[config.mk]
export PLATFORM = sky130hd
export DESIGN_NAME = gmii_rx_extract
export DESIGN_NICKNAME = d
export VERILOG_FILES = /design/src/rtl/gmii_rx_pkg.sv /design/src/rtl/gmii_rx_hdr.sv /design/src/rtl/gmii_rx_dly.sv /design/src/rtl/gmii_rx_crc.sv /design/src/rtl/gmii_rx_extract.sv
export SDC_FILE = /design/constraint.sdc
export NUM_CORES = 1
export LEC_CHECK = 0
export ABC_AREA = 1
export BUFFER_PORTS_ARGS = -buffer_cell sky130_fd_sc_hd__buf_2
export CELL_PAD_IN_SITES_DETAIL_PLACEMENT = 1
export CELL_PAD_IN_SITES_GLOBAL_PLACEMENT = 2
export CORE_ASPECT_RATIO = 0.6
export CORE_UTILIZATION = 36
export DETAILED_ROUTE_END_ITERATION = 8
export GPL_ROUTABILITY_DRIVEN = 1
export PLACE_DENSITY = 0.8
export SLEW_MARGIN = 15
export SYNTH_ARGS = -nofsm -noshare
export SYNTH_HDL_FRONTEND = slang
export SYNTH_SLANG_ARGS = --single-unit
[constraint.sdc]
create_clock -name clk -period 2.2 [get_ports clk]
set_input_delay 0.22 -clock clk [delete_from_list [all_inputs] [get_ports clk]]
set_output_delay 0.22 -clock clk [all_outputs]
set_load 0.02 [all_outputs]
[src/rtl/gmii_rx_pkg.sv]
package gmii_rx_pkg;
  localparam int BYTE_W     = 8;
  localparam int CRC_W      = 32;
  localparam int TAIL_BYTES = CRC_W / BYTE_W;
  localparam logic [BYTE_W-1:0] PREAMBLE_BYTE = 8'h55;
  localparam logic [CRC_W-1:0]  CRC_POLY_REFL = 32'hEDB88320;
  localparam logic [CRC_W-1:0]  CRC_SEED      = '1;

  function automatic logic [CRC_W-1:0] crc_step(input logic [CRC_W-1:0] c,
                                                input logic [BYTE_W-1:0] d);
    logic [CRC_W-1:0] x;
    x = c;
    for (int i = 0; i < BYTE_W; i++) begin
      if (x[0] ^ d[i]) x = (x >> 1) ^ CRC_POLY_REFL;
      else             x = x >> 1;
    end
    return x;
  endfunction

  // Reverse byte order: the first byte to arrive is the low byte of the checksum.
  function automatic logic [CRC_W-1:0] byte_swap(input logic [CRC_W-1:0] w);
    logic [CRC_W-1:0] r;
    for (int b = 0; b < TAIL_BYTES; b++)
      r[b*BYTE_W +: BYTE_W] = w[(TAIL_BYTES-1-b)*BYTE_W +: BYTE_W];
    return r;
  endfunction
endpackage

[src/rtl/gmii_rx_hdr.sv]
module gmii_rx_hdr
  import gmii_rx_pkg::*;
#(
  parameter int SKIP_BYTES = 8
) (
  input  logic              clk,
  input  logic              rst,
  input  logic              in_dv,
  input  logic [BYTE_W-1:0] in_d,
  output logic              live,
  output logic              start
);
  localparam int CW = $clog2(SKIP_BYTES + 1);
  localparam logic [CW-1:0] SKIP_C = CW'(SKIP_BYTES);

  logic [CW-1:0] cnt;
  logic          act;

  assign start = in_dv && (cnt == '0) && (in_d == PREAMBLE_BYTE);
  assign live  = in_dv && act && (cnt == SKIP_C);

  always_ff @(posedge clk) begin
    if (rst || !in_dv) begin
      cnt <= '0;
      act <= 1'b0;
    end else begin
      if (cnt == '0) act <= (in_d == PREAMBLE_BYTE);
      if (cnt != SKIP_C) cnt <= cnt + 1'b1;
    end
  end
endmodule

[src/rtl/gmii_rx_dly.sv]
module gmii_rx_dly
  import gmii_rx_pkg::*;
#(
  parameter int DEPTH = 4
) (
  input  logic              clk,
  input  logic              rst,
  input  logic              v_in,
  input  logic [BYTE_W-1:0] d_in,
  output logic              v_out,
  output logic [BYTE_W-1:0] d_out
);
  logic              vq [DEPTH];
  logic [BYTE_W-1:0] dq [DEPTH];

  for (genvar s = 0; s < DEPTH; s++) begin : g_stage
    if (s == 0) begin : g_head
      always_ff @(posedge clk) begin
        if (rst) vq[0] <= 1'b0;
        else     vq[0] <= v_in;
        dq[0] <= d_in;
      end
    end else begin : g_body
      always_ff @(posedge clk) begin
        if (rst) vq[s] <= 1'b0;
        else     vq[s] <= vq[s-1];
        dq[s] <= dq[s-1];
      end
    end
  end

  assign v_out = vq[DEPTH-1];
  assign d_out = dq[DEPTH-1];
endmodule

[src/rtl/gmii_rx_crc.sv]
module gmii_rx_crc
  import gmii_rx_pkg::*;
(
  input  logic              clk,
  input  logic              rst,
  input  logic              init,
  input  logic              en,
  input  logic [BYTE_W-1:0] din,
  output logic [CRC_W-1:0]  crc
);
  always_ff @(posedge clk) begin
    if (rst || init) crc <= CRC_SEED;
    else if (en)     crc <= crc_step(crc, din);
  end
endmodule

[src/rtl/gmii_rx_extract.sv]
module gmii_rx_extract
  import gmii_rx_pkg::*;
#(
  parameter int SKIP_BYTES = 8
) (
  input  logic              clk,
  input  logic              rst,
  input  logic              rx_dv,
  input  logic [BYTE_W-1:0] rxd,
  input  logic              ref_en,
  input  logic [BYTE_W-1:0] ref_byte,
  output logic              pld_vld,
  output logic [BYTE_W-1:0] pld_byte,
  output logic              chk_done,
  output logic              crc_err_n,
  output logic              data_err_n,
  output logic              err_n
);
  logic              in_dv;
  logic [BYTE_W-1:0] in_d;
  logic              live, start;
  logic              v_late;
  logic [BYTE_W-1:0] d_late;
  logic              take_pld, take_fcs, fcs_prev, verdict;
  logic [CRC_W-1:0]  crc_acc, fcs_sr;

  always_ff @(posedge clk) begin
    if (rst) in_dv <= 1'b0;
    else     in_dv <= rx_dv;
    in_d <= rxd;
  end

  gmii_rx_hdr #(.SKIP_BYTES(SKIP_BYTES)) u_hdr (
    .clk(clk), .rst(rst), .in_dv(in_dv), .in_d(in_d),
    .live(live), .start(start)
  );

  gmii_rx_dly #(.DEPTH(TAIL_BYTES)) u_dly (
    .clk(clk), .rst(rst), .v_in(live), .d_in(in_d),
    .v_out(v_late), .d_out(d_late)
  );

  assign take_pld = live && v_late;
  assign take_fcs = !live && v_late;
  assign verdict  = fcs_prev && !take_fcs;

  gmii_rx_crc u_crc (
    .clk(clk), .rst(rst), .init(verdict), .en(take_pld),
    .din(d_late), .crc(crc_acc)
  );

  always_ff @(posedge clk) begin
    if (rst) begin
      fcs_prev <= 1'b0;
      fcs_sr   <= '0;
    end else begin
      fcs_prev <= take_fcs;
      if (take_fcs) fcs_sr <= {fcs_sr[CRC_W-BYTE_W-1:0], d_late};
    end
  end

  always_ff @(posedge clk) begin
    if (rst) begin
      pld_vld    <= 1'b0;
      chk_done   <= 1'b0;
      crc_err_n  <= 1'b1;
      data_err_n <= 1'b1;
    end else begin
      pld_vld  <= take_pld;
      chk_done <= verdict;
      if (start) begin
        crc_err_n  <= 1'b1;
        data_err_n <= 1'b1;
      end
      if (pld_vld && ref_en && (ref_byte != pld_byte)) data_err_n <= 1'b0;
      if (verdict) crc_err_n <= (byte_swap(fcs_sr) == ~crc_acc);
    end
  end

  always_ff @(posedge clk) pld_byte <= d_late;

  assign err_n = crc_err_n & data_err_n;
endmodule

==> summary.md <==
| Metric | Value |
|---|---|
| Max transition margin | 66.5% |
| H-tree depth | 4 |
| Total core area | 0.0147 mm^2 |
| Final Slew Violations | 0 |
| Cts bufs inserted | 17 |
| Fin crit share | 87.9% |
| Tot GR Track Use | 24.2% |
| HP Class | in -> reg |
| CTS tree | done |
| Post-route ant nets | 0 |
| Syn nets | 719 |
| Clk sinks | 127 |
| Setup TNS | 0 ns |
| Syn avg cell area | 7.86 um^2 |
| Pwr per Cell Area | 851 mW/mm^2 |
| CP Class | reg -> reg |
| Area leader, netlist | dfxtp_1 |
| Root buf cell | clkbuf_16 |
| Final setup viols | 0 |
| Post-synth top cells | 159 x nand2_1, 127 x dfxtp_1, 70 x nor2_1 |
| Post-synth top flop | dfxtp_1 |
| Sequential-to-total area share from yosys stat | 46.4% |
| Final worst path period need | 1.93 ns |
| Routed length per instance | 18.9 um |
| CTS Buffer Depth | 2 |
| Placed insts | 917 |
| Max Cap Viol | 0 |
| Post-route DRC | 0 |
| Static Leak | 3.01 nW |
| Worst-path clk slew | 0.07 ns |
| Worst-path cell chain | inv_1, ha_1, nand3_4, nor2_4, nor2_8, inv_1, buf_12, nor2_1, nor2_1 |
| Initial DRC count | 341 |
| Die width | 161 um |
| Slowest CP cell | dfxtp_1 |
| Top cells by area, synth | dfxtp_1 46%, nand2_1 11%, xor2_1 6.9% |
| Die area | 0.0157 mm^2 |
| Synth-to-layout area growth | 19.2% |
| Top-count cell post-synth | nand2_1 |
| Vias per cell | 4.97 |
| Share of post-route cells with drive strength above 1 | 17.8% |
| Peak supply drop | 0.528 mV |
| Synthesized netlist cell count | 697 |
| Status | finished, final reports clean |
| First-pass GRT wire length | 27.9 mm |
| GPL Wtd Cong | 0.872 |
| Grt total ovfl | 0 |
| Share of the synthesized area in the top cell type | 46.4% |
| Antenna violations before repair | 0 |
| CP endpoint kind | flip-flop |
| Vias in the first global route | 4758 |
| #FFs+latches synth | 127 |
| Total chip power | 5.56 mW |
| Area of the mapped netlist | 0.00548 mm^2 |
| RSZ-0062 raised after global routing | false |
| Yosys cell types | 32 |
| Worst setup margin | 0.266 ns |
| Clock insertion delay at the later pin of the skew report | 0.42 ns |
| Fin cells | 957 |
| Dpl hpwl | 13.5 mm |
| FMAX | 517 MHz |
| Maximum number of pins on one net before global-route repair | 34 |
| Worst Max-Slew Pin Slew | 0.501 ns |
| Row count | 34 |
| Starting Density | 37.3% |
| Chip height | 97.6 um |
| Setup bufs post-CTS | 0 |
| Routed WL | 18.1 mm |
| Layout Nets | 768 |
| Final Skew | 0.0178 ns |
| Syn. warnings | 0 |
| Antenna diodes | 0 |
| Buffers added on ports | 32 |
| Final hold viol count | 0 |
| Critical path peak fanout | 15 |
| Worst path required time | 2.49 ns |
| DRT Pass-1 Iters | 4 |
| Dpl ws | 0.308 ns |
| Async set-reset flop share out of synthesis | 0% |
| Worst EP arrival | 2.23 ns |
| CP max stage delay | 0.39 ns |
| Vias | 4757 |
| Number of synthesized flops with an enable pin | 0 |
| Io pins | 33 |
| WHS | 0.0158 ns |
| Launching element type of the critical path | flip-flop |
-- repair_timing --
| action | CTS | global route |
|---|---|---|
| hold buffers | 8 | 0 |
| hold endpoints to repair | 8 | 0 |
| gates resized for setup | 0 | 0 |
-- path summary, 6_finish.rpt --
path / from / to / slack (ns) / cells after the start
worst min register to register: u_dly.dq[2][4] / u_dly.dq[3][4] / 0.32 / 0
worst max register to register: u_hdr.cnt[0] / fcs_sr[28] / 0.27 / 9
worst min-delay path: rx_dv / in_dv / 0.02 / 3
worst max-delay path: u_hdr.cnt[0] / fcs_sr[28] / 0.27 / 9
-- kinds of logic after synthesis --
group	share of synthesized area, %
AO/OA/AOI/OAI	11.5
XOR/XNOR	8.95
buffers and inverters	6.19
AND/OR/NAND/NOR	26.5
adder cells (fa/ha/maj)	0.456
flip-flops	46.4
-- per-layer routing --
layer	vias to the layer above	wire [um]	track usage (%)
met5	-	0	0
met4	0	138	5.37
met3	13	1030	6.70
met2	88	7130	32.6
met1	2336	9830	37.1
li1	2320	-	-
-- report_power, final --
group | internal [mW] | total (mW) | switching (mW)
Clock | 1.61 | 2.84 | 1.23
Sequential | 2.35 | 2.38 | 0.0269
Combinational | 0.108 | 0.342 | 0.234
Total | 4.07 | 5.56 | 1.49
-- flip-flops by register name, indices dropped and copies added, names as in the netlist --
name and cells:
chk_done 1, crc_err_n 1, data_err_n 1, fcs_prev 1
fcs_sr 32, in_d 8, in_dv 1, pld_byte 8
pld_vld 1, u_crc.crc 32, u_dly.dq 32, u_dly.vq 4
u_hdr.act 1, u_hdr.cnt 4
-- per-stage QoR --
step / util, % / area [um^2]
floorplan: - / 5480
global placement: 40.0 / 5870
detailed placement: 40.0 / 5870
CTS: 44.5 / 6530
global route: 44.5 / 6530
finish: 44.5 / 6530
-- placed cells by master, fill, tap and decap left out --
cell type / count
or2_2: 5
inv_8: 5
nand3_2: 1
bufinv_16: 1
nand3_1: 46
buf_2: 32
nor2_4: 1
nand2_2: 19
ha_1: 2
nand2_1: 159
inv_1: 58
a21oi_2: 19
nand4_1: 6
nor2_1: 70
o211ai_1: 4
nand2_4: 4
clkbuf_16: 17
clkinv_4: 1
inv_4: 1
dfxtp_1: 127
inv_6: 5
nor2_2: 3
dlygate4sd3_1: 8
buf_12: 1
clkinvlp_4: 3
o221ai_1: 1
xor2_1: 43
buf_4: 6
nor3_1: 3
o21ai_1: 8
o21ai_0: 42
inv_2: 7
nor2_8: 3
o311ai_0: 1
xnor2_1: 13
nand3_4: 1
a21oi_1: 33
-- worst max-delay path, delay by kind of cell (launching register included) --
family,cells,cell delay [ns]
simple gates,5,0.63
buf+inv,3,0.54
flops,1,0.39
fa+ha+maj,1,0.23
-- cell type report --
type,instances,area [um^2]
fillers,1800,8140
multi-input cells,487,2600
flip-flops and latches,127,2540
clock buffers,17,425
repair buffers,47,305
inverters,66,250
well taps,198,248
clock inverters,15,161
No activity file was read; power rests on OpenSTA's default activity.
